===== src/rtl/casc_timer_pkg.sv =====
package casc_timer_pkg;

    typedef enum logic [1:0] {
        SRC_DIRECT = 2'd0,
        SRC_DIV_A  = 2'd1,
        SRC_DIV_B  = 2'd2,
        SRC_CHAIN  = 2'd3
    } src_e;

    typedef struct packed {
        logic       run;
        logic       init;
        logic [3:0] spare;
        src_e       src;
    } mode_t;

    typedef struct packed {
        logic req;
        logic det;
        logic en;
    } ictl_t;

    typedef enum logic [2:0] {
        A_BASE_LO = 3'd0,
        A_BASE_HI = 3'd1,
        A_MODE    = 3'd2,
        A_ICTL_LO = 3'd3,
        A_ICTL_HI = 3'd4,
        A_COUNT   = 3'd5
    } addr_e;

    localparam int MODE_W = 8;

    function automatic mode_t byte_to_mode(input logic [MODE_W-1:0] b);
        mode_t m;
        m.run   = b[7];
        m.init  = b[6];
        m.spare = '0;
        m.src   = src_e'(b[1:0]);
        return m;
    endfunction

endpackage


===== src/rtl/ct_prescale.sv =====
module ct_prescale #(
    parameter int DIV_A = 8,
    parameter int DIV_B = 32
) (
    input  logic clk,
    input  logic rst_n,
    output logic tick_a,
    output logic tick_b
);
    localparam int PW = $clog2(DIV_B);
    localparam int AW = $clog2(DIV_A);

    typedef struct packed {
        logic [PW-1:0] phase;
    } pre_t;

    pre_t pre_d, pre_q;

    always_comb begin
        pre_d       = pre_q;
        pre_d.phase = PW'(pre_q.phase + 1'b1);
        tick_a      = &pre_q.phase[AW-1:0];
        tick_b      = &pre_q.phase;
    end

    always_ff @(posedge clk or negedge rst_n) begin
        if (!rst_n) pre_q <= '0;
        else        pre_q <= pre_d;
    end
endmodule


===== src/rtl/ct_down_unit.sv =====
module ct_down_unit #(
    parameter int W = 16
) (
    input  logic         clk,
    input  logic         rst_n,
    input  logic         tick,
    input  logic         run,
    input  logic         init,
    input  logic [W-1:0] base,
    output logic [W-1:0] cnt,
    output logic         uf
);
    typedef struct packed {
        logic [W-1:0] cnt;
    } unit_t;

    unit_t u_d, u_q;

    always_comb begin
        u_d = u_q;
        uf  = 1'b0;
        if (init) begin
            u_d.cnt = base;
        end else if (run && tick) begin
            if (u_q.cnt == '0) begin
                u_d.cnt = base;
                uf      = 1'b1;
            end else begin
                u_d.cnt = u_q.cnt - 1'b1;
            end
        end
    end

    always_ff @(posedge clk or negedge rst_n) begin
        if (!rst_n) u_q <= '0;
        else        u_q <= u_d;
    end

    assign cnt = u_q.cnt;
endmodule


===== src/rtl/ct_irq_ctrl.sv =====
module ct_irq_ctrl
    import casc_timer_pkg::*;
(
    input  logic       clk,
    input  logic       rst_n,
    input  logic       uf,
    input  logic       wr,
    input  logic [2:0] wbits,
    output ictl_t      ctl,
    output logic       irq
);
    ictl_t c_d, c_q;

    always_comb begin
        c_d = c_q;
        if (wr) begin
            c_d.en  = wbits[0];
            c_d.det = wbits[1];
            if (wbits[2]) c_d.req = 1'b0;
        end
        if (uf && c_q.det) c_d.req = 1'b1;
    end

    always_ff @(posedge clk or negedge rst_n) begin
        if (!rst_n) c_q <= '0;
        else        c_q <= c_d;
    end

    assign ctl = c_q;
    assign irq = c_q.en & c_q.req;
endmodule


===== src/rtl/casc_timer_pair.sv =====
module casc_timer_pair
    import casc_timer_pkg::*;
#(
    parameter int CNT_W = 16,
    parameter int DIV_A = 8,
    parameter int DIV_B = 32
) (
    input  logic               clk,
    input  logic               rst_n,
    input  logic               reg_wr,
    input  logic [2:0]         reg_addr,
    input  logic [CNT_W-1:0]   reg_wdata,
    input  logic [2:0]         reg_raddr,
    output logic [2*CNT_W-1:0] reg_rdata,
    output logic [1:0]         irq_out
);
    localparam int          PAIR_W    = 2 * CNT_W;
    localparam int          N_UNIT    = 2;
    localparam logic [2:0]  ICTL_BASE = A_ICTL_LO;

    typedef struct packed {
        logic [N_UNIT-1:0][CNT_W-1:0] base;
        mode_t [N_UNIT-1:0]           mode;
    } cfg_t;

    cfg_t cfg_d, cfg_q;

    logic                         tick_a, tick_b;
    logic [N_UNIT-1:0]            tick;
    logic [N_UNIT-1:0]            uf;
    logic [N_UNIT-1:0][CNT_W-1:0] cnt;
    logic [N_UNIT-1:0][CNT_W-1:0] base_q;
    ictl_t [N_UNIT-1:0]           ictl;
    logic [N_UNIT-1:0]            run_v, init_v, req_v, det_v;
    logic                         chain1;

    ct_prescale #(.DIV_A(DIV_A), .DIV_B(DIV_B)) u_pre (
        .clk    (clk),
        .rst_n  (rst_n),
        .tick_a (tick_a),
        .tick_b (tick_b)
    );

    // configuration registers
    always_comb begin
        cfg_d = cfg_q;
        if (reg_wr) begin
            case (reg_addr)
                A_BASE_LO: cfg_d.base[0] = reg_wdata;
                A_BASE_HI: cfg_d.base[1] = reg_wdata;
                A_MODE: begin
                    for (int j = 0; j < N_UNIT; j++)
                        cfg_d.mode[j] = byte_to_mode(reg_wdata[j*MODE_W +: MODE_W]);
                end
                default: ;
            endcase
        end
    end

    always_ff @(posedge clk or negedge rst_n) begin
        if (!rst_n) cfg_q <= '0;
        else        cfg_q <= cfg_d;
    end

    // tick routing: the upper unit may follow lower underflows
    always_comb begin
        for (int j = 0; j < N_UNIT; j++) begin
            case (cfg_q.mode[j].src)
                SRC_DIRECT: tick[j] = 1'b1;
                SRC_DIV_A:  tick[j] = tick_a;
                SRC_DIV_B:  tick[j] = tick_b;
                default:    tick[j] = (j > 0) ? uf[0] : 1'b0;
            endcase
        end
    end

    for (genvar i = 0; i < N_UNIT; i++) begin : g_unit
        ct_down_unit #(.W(CNT_W)) u_cnt (
            .clk   (clk),
            .rst_n (rst_n),
            .tick  (tick[i]),
            .run   (cfg_q.mode[i].run),
            .init  (cfg_q.mode[i].init),
            .base  (cfg_q.base[i]),
            .cnt   (cnt[i]),
            .uf    (uf[i])
        );

        ct_irq_ctrl u_irq (
            .clk   (clk),
            .rst_n (rst_n),
            .uf    (uf[i]),
            .wr    (reg_wr && (reg_addr == ICTL_BASE + 3'(i))),
            .wbits (reg_wdata[2:0]),
            .ctl   (ictl[i]),
            .irq   (irq_out[i])
        );

        assign run_v[i]  = cfg_q.mode[i].run;
        assign init_v[i] = cfg_q.mode[i].init;
        assign req_v[i]  = ictl[i].req;
        assign det_v[i]  = ictl[i].det;
        assign base_q[i] = cfg_q.base[i];
    end

    assign chain1 = (cfg_q.mode[1].src == SRC_CHAIN);

    // read mux: both halves of the count come from the same registers
    always_comb begin
        case (reg_raddr)
            A_BASE_LO: reg_rdata = PAIR_W'(base_q[0]);
            A_BASE_HI: reg_rdata = PAIR_W'(base_q[1]);
            A_MODE:    reg_rdata = PAIR_W'({cfg_q.mode[1], cfg_q.mode[0]});
            A_ICTL_LO: reg_rdata = PAIR_W'({req_v[0], det_v[0], ictl[0].en});
            A_ICTL_HI: reg_rdata = PAIR_W'({req_v[1], det_v[1], ictl[1].en});
            A_COUNT:   reg_rdata = {cnt[1], cnt[0]};
            default:   reg_rdata = '0;
        endcase
    end
endmodule


===== config.mk =====
export PLATFORM = sky130hd
export DESIGN_NAME = casc_timer_pair
export DESIGN_NICKNAME = d
export VERILOG_FILES = /design/src/rtl/casc_timer_pkg.sv /design/src/rtl/ct_prescale.sv /design/src/rtl/ct_down_unit.sv /design/src/rtl/ct_irq_ctrl.sv /design/src/rtl/casc_timer_pair.sv
export SDC_FILE = /design/constraint.sdc
export NUM_CORES = 1
export LEC_CHECK = 0
export ABC_AREA = 1
export BUFFER_PORTS_ARGS = -buffer_cell sky130_fd_sc_hd__buf_2
export CORE_UTILIZATION = 65
export CTS_BUF_LIST = sky130_fd_sc_hd__clkbuf_4
export CTS_CLUSTER_DIAMETER = 80
export DETAILED_ROUTE_END_ITERATION = 6
export GPL_TIMING_DRIVEN = 0
export PLACE_DENSITY = 0.95
export SLEW_MARGIN = 20
export SYNTH_ARGS = -nofsm -noshare
export SYNTH_HDL_FRONTEND = slang
export SYNTH_SLANG_ARGS = --single-unit

===== constraint.sdc =====
create_clock -name clk -period 3.45 [get_ports clk]
set_clock_uncertainty 0.05 [all_clocks]
set_input_delay 0.345 -clock clk [delete_from_list [all_inputs] [get_ports clk]]
set_output_delay 0.345 -clock clk [all_outputs]
set_load 0.05 [all_outputs]

=== Yosys cells after proc, flatten, opt, wreduce, memory -nomap -nowiden ===
Cells that the tools add are included.

* Input port bits: 25
* Register bits: 83
* Word-level logic and storage cells: 80
* Output and inout port bits: 34

* Bitwise logic cells: 2
* Equal/unequal tests: 13
* Multiplexer cells: 20
* $add $sub $neg: 3
* Reduce and logical (&&, ||, !) cells: 25

{| class="wikitable"
|+ Operators with widths
! operator !! count
|-
| $pmux 32 s6 || 1
|-
| $mux 16 || 6
|-
| $logic_not 16->1 || 2
|-
| $sub 16x1->16 const B || 2
|-
| $eq 3x2->1 const B || 4
|-
| $reduce_bool 2->1 || 6
|-
| $reduce_and 2->1 || 5
|-
| $eq 3x3->1 const B || 3
|-
| $mux 1 || 9
|-
| $eq 3x1->1 const B || 2
|-
| $logic_and 1x1->1 || 6
|-
| $logic_not 3->1 || 2
|-
| $mux 3 || 2
|-
| $pmux 1 s3 || 2
|-
| $add 5x1->5 const B || 1
|-
| $reduce_and 5->1 || 1
|-
| $eq 2x1->1 const B || 2
|-
| $eq 2x2->1 const B || 2
|-
| $logic_not 2->1 || 2
|-
| $reduce_and 3->1 || 1
|-
| $and 1x1->1 || 2
|}

=== Longest topological paths before layout ===
* Word-level depth: 12
* Gate-level depth with buffers: 13
* Gate-level depth less buffers: 12

=== Modules after synthesis ===
Synthesis repeated with hierarchy kept, for this count alone.

* Cell total of the unflattened synthesis: 794
* Area, all modules: 5375.2 um2

{| class="wikitable"
|+ Modules (own cells, without submodules)
! module !! area each (um2) !! times used !! cells each !! sequential area each (um2)
|-
| casc_timer_pair || 2252.2 || 1 || 325 || 1001.0
|-
| ct_down_unit (g_unit[1].u_cnt) || 1357.6 || 1 || 213 || 400.4
|-
| ct_down_unit (g_unit[0].u_cnt) || 1325.0 || 1 || 211 || 400.4
|-
| ct_irq_ctrl || 122.6 || 2 || 15 || 75.1
|-
| ct_prescale || 195.2 || 1 || 15 || 125.1
|}

=== Least setup slack after synthesis ===
OpenSTA, ideal clock, no wires.

* Kind: input to output
* From: input reg_raddr[1]
* To: output reg_rdata[10]
* Stages on the path: 4
* Buffers on the path: 1
* Required time: 3.055 ns
* Arrival time: 1.593 ns
* Slack: 1.462 ns
* Path through: inv_1 > nand3_1 > clkbuf_1 > o221ai_1

* Word-level cells in the longest chain between the ends: 2
* Elaborated cells between the ends (all ways): 7
* Those cells by class: 5 x eq/ne; 1 x mux; 1 x reduce/logical

{| class="wikitable"
|+ Ends and longest elaborated chain
! element !! line !! text
|-
| start, declared || casc_timer_pair.sv:13 || <nowiki>input logic [2:0] reg_raddr,</nowiki>
|-
| $eq 3x3->1, or another cell as far along || casc_timer_pair.sv:110 || <nowiki>case (reg_raddr)</nowiki>
|-
| $pmux 32 s6 * || casc_timer_pair.sv:110 ||
|-
| end, declared || casc_timer_pair.sv:14 || <nowiki>output logic [2*CNT_W-1:0] reg_rdata,</nowiki>
|}

Mark *: on every way between the ends. The rest lies on a longest branch, timed or not.

=== Worst setup path after layout ===
* From: input reg_raddr[2]
* To: output reg_rdata[6]

The elaborated chain is that of the path after synthesis.

==> impl_summary.txt <==
----------------------------------------------------
[Status]
  Outcome ... finished, violations left
  Failing checks ... DRC

[Global routing]
  Global route total overflow ... 0
  Global Route Usage Sum ... 36.99%
  Number of global-route vias before repair ... 4576
  Largest net degree at the start of global routing ... 60
  Number of antenna violations at the first check in global routing ... 0
  Global-route wire length before repair ... 21.87 mm

[Timing]
  Hold Vio Cnt, Final ... 0
  Final Cycle Share ... 67.89%
  Worst Hold Slack ... 121.5 ps
  Transition time of the tightest slew-check pin ... 620.1 ps
  Relative slew margins ... 58.66%
  Final WS setup ... 1108 ps
  Max-slew violation count ... 0
  RSZ-0062 raised after global routing ... false
  Minimum clock period after layout ... 2342 ps
  Setup TNS after final layout ... 0 ps
  Setup violators final ... 0
  Highest attainable clock frequency ... 427.0 MHz

[Run]
  Max Cap Viol ... 0

[Power and ir drop]
  Sw Ratio ... 46.77%
  Total Power Consumption ... 3.968 mW
  Share of power burned in combinational logic ... 44.0%
  Reported net switching power ... 1.856 mW
  Internal cell power ... 2.112 mW
  Leakage dissipation ... 2.933 nW
  Share of power burned in registers ... 39.2%
  PD cells ... 719.2 nW/µm²
  Clock network fraction of total power ... 16.8%
  Worst vdd rail ir drop ... 0.3687 mV

[Route]
  First-iteration detailed-routing DRC count ... 621
  Total number of vias ... 5077
  Post-route DRC ... 2
  Aggregate routed wire length ... 13.78 mm
  Number of vias per cell after detailed routing ... 5.836
  Number of detailed-route iterations in the first pass ... 7
  Routed wire length per instance ... 15.84 µm
  Number of nets with antenna violations after routing ... 0

[Worst setup path]
  Kind of start point of the critical path ... primary input
  CP required ... 3050 ps
  Kind of capture point of the worst setup path ... output port
  Cells along the critical path ... buf_2 > inv_1 > nand3_1 > inv_1 > clkbuf_1 > nand2_1 > o2111ai_1 > buf_2
  Highest net fanout along the worst path ... 10
  Family of cells with the greatest summed delay on the critical path ... buffers and inverters
  Cell with the largest stage delay on the worst path ... sky130_fd_sc_hd__clkbuf_1
  Combined buffer and inverter count along the critical path ... 5
  Signal arrival time at the worst endpoint ... 1950 ps
  Critical Path Max Stage Delay ... 400 ps
  Crit path kind ... in2out

[Clock network]
  Clock Tree Root ... sky130_fd_sc_hd__clkbuf_4
  Clock H-tree levels ... 3
  Clock input transition at the sequential cells of the worst setup and hold paths ... 150 ps
  Clock buffer depth ... 2
  CTS tree ... done
  CTS Buf Count ... 9
  Sink Count ... 83
  Number of post-CTS setup repair buffers ... 0
  Clock latency on the worst-skew pair ... 440 ps

[Placed design]
  Final HPWL DP ... 10.22 mm
  Number of port buffers ... 58
  Area of placed instances ... 5344 µm²
  Gp weighted congestion ... 0.9532
  Post-placement setup slack ... 1165 ps

[Worst hold path]
  Worst Hold Class ... in2reg

[Floorplanning]
  Floorplan die width ... 88.82 µm
  Core Footprint ... 7253 µm²
  Starting density of the core ... 67.55%
  Vert. Die Dim ... 88.82 µm
  Number of I/O pins ... 59
  Total die area ... 7889 µm²
  Placement Rows ... 31

[Synth]
  Synthesized netlist cell count ... 695
  Mapped Nets ... 727
  Count of different cell masters after synthesis ... 28
  Flip-flop and latch count after synthesis ... 83
  Mean instance size in the synthesized netlist ... 7.050 µm²
  Post-synthesis sequential area ratio ... 42.39%
  Post-synth design cell area ... 4900 µm²
  Yosys warnings ... 0

[Layout]
  Fraction of layout cells with a size suffix above 1 ... 12.58%
  Final non-filler cell area ... 5518 µm²
  Final net count ... 798
  Ant diodes ... 0
  Synthesis-to-finish area growth ... 12.61%

----------------------------------------------------
[state kept, by name, indices dropped and copies added (netlist names)]
signal,flops
g_unit.u_irq.ctl,6
cfg_q,8
u_pre.pre_q,5
base_q,32
g_unit.u_cnt.cnt,32
[per-stage QoR]
step / cells / util [%]
5_1_grt: 870 / 76.07
6_report: 870 / 76.07
3_5_place_dp: 853 / 73.68
2_1_floorplan: 695 / -
4_1_cts: 870 / 76.07
3_3_place_gp: 852 / 73.26
[power by group through the flow]
stage	Sequential, mW	Clock [mW]	Combinational [mW]
after floorplan	1.47	0	1.32
after global placement	1.55	0	1.63
after detailed placement	1.56	0	1.70
after CTS	1.54	0.659	1.71
after global routing	1.59	0.702	1.95
final	1.56	0.666	1.75
[cells in the mapped netlist]
cell type | count | area (µm²)
sky130_fd_sc_hd__nor2_1 | 72 | 270.3
sky130_fd_sc_hd__xnor2_1 | 4 | 35.03
sky130_fd_sc_hd__nand3_1 | 47 | 235.2
sky130_fd_sc_hd__a221oi_1 | 1 | 8.760
sky130_fd_sc_hd__and2_1 | 1 | 6.260
sky130_fd_sc_hd__nor2_2 | 6 | 37.54
sky130_fd_sc_hd__dfrtp_1 | 83 | 2077
sky130_fd_sc_hd__xor2_1 | 12 | 105.1
sky130_fd_sc_hd__nand2_8 | 1 | 20.02
sky130_fd_sc_hd__o211ai_1 | 2 | 15.01
sky130_fd_sc_hd__nand4_1 | 9 | 56.30
sky130_fd_sc_hd__o221ai_1 | 6 | 52.55
sky130_fd_sc_hd__o21bai_4 | 1 | 18.77
sky130_fd_sc_hd__nand2_4 | 1 | 11.26
sky130_fd_sc_hd__nor2_4 | 1 | 11.26
sky130_fd_sc_hd__o2111ai_1 | 8 | 70.07
sky130_fd_sc_hd__ha_1 | 7 | 87.58
sky130_fd_sc_hd__nand2_1 | 231 | 867.1
sky130_fd_sc_hd__o22ai_1 | 1 | 6.260
sky130_fd_sc_hd__o21ai_0 | 73 | 365.4
sky130_fd_sc_hd__buf_2 | 4 | 20.02
sky130_fd_sc_hd__inv_1 | 86 | 322.8
sky130_fd_sc_hd__buf_8 | 1 | 15.01
sky130_fd_sc_hd__buf_4 | 6 | 45.04
sky130_fd_sc_hd__clkbuf_1 | 13 | 48.80
sky130_fd_sc_hd__a21oi_1 | 15 | 75.07
sky130_fd_sc_hd__buf_1 | 1 | 3.750
sky130_fd_sc_hd__nand2_2 | 2 | 12.51
[worst min-delay path: stages]
cell and delay (ps):
sky130_fd_sc_hd__buf_2 100, sky130_fd_sc_hd__inv_1 60, sky130_fd_sc_hd__o21ai_0 80
[repair_timing]
item                                    4_1_cts  5_1_grt
gates resized for setup                       0        0
hold endpoints to repair                     24        0
endpoints found under the setup margin        0        0
hold buffers                                  1        0
[final timing paths]
check	from	endpoint	slack, ps	cells after the start
worst min-delay path	reg_wdata[12]	base_q[12]	120	3
worst max-delay path	reg_raddr[2]	reg_rdata[6]	1110	8
min in group asynchronous	rst_n	base_q[6]	290	2
worst min register to register	u_pre.pre_q[0]	u_pre.pre_q[0]	430	1
max in group asynchronous	rst_n	base_q[9]	2450	3
worst max register to register	u_pre.pre_q[0]	g_unit[0].u_cnt.cnt[13]	1160	11
[routing by layer]
metal	global-route usage, %	wire, µm
met5	0	0
met1	51.94	5508
met2	56.99	6295
met3	5.317	1487
met4	17.01	486
[area by class of cell]
cell class,count,area [µm²]
well taps,99,123.9
fillers,545,1735
repair buffers,60,330.3
multi-input cells,501,2367
clock inverters,6,88.84
flip-flops and latches,83,2077
clock buffers,10,75.07
inverters,86,322.8
plain buffers,25,132.6
[kinds of logic (layout without fill, tap and decap cells)]
kind of cell / Yosys count / count (layout) / share of synthesized area [%]
adder cells (fa/ha/maj): 7 / 7 / 1.787
AND/OR/NAND/NOR: 371 / 371 / 31.18
buffers and inverters: 111 / 187 / 9.295
AO/OA/AOI/OAI: 107 / 107 / 12.49
XOR/XNOR: 16 / 16 / 2.860
flip-flops: 83 / 83 / 42.39
[placed cells by master (no fill, tap or decap), types with 4 or more instances in the layout]
master,netlist,layout
sky130_fd_sc_hd__clkbuf_4,0,10
sky130_fd_sc_hd__clkbuf_1,13,13
sky130_fd_sc_hd__nor2_1,72,72
sky130_fd_sc_hd__o2111ai_1,8,8
sky130_fd_sc_hd__o221ai_1,6,6
sky130_fd_sc_hd__nand2_1,231,231
sky130_fd_sc_hd__o21ai_0,73,73
sky130_fd_sc_hd__inv_1,86,86
sky130_fd_sc_hd__a21oi_1,15,15
sky130_fd_sc_hd__buf_4,6,7
sky130_fd_sc_hd__xor2_1,12,12
sky130_fd_sc_hd__dfrtp_1,83,83
sky130_fd_sc_hd__buf_2,4,61
sky130_fd_sc_hd__xnor2_1,4,4
sky130_fd_sc_hd__ha_1,7,7
sky130_fd_sc_hd__nand3_1,47,47
sky130_fd_sc_hd__nor2_2,6,6
sky130_fd_sc_hd__nand4_1,9,9
Note: power is estimated with default switching activity, not from simulation.
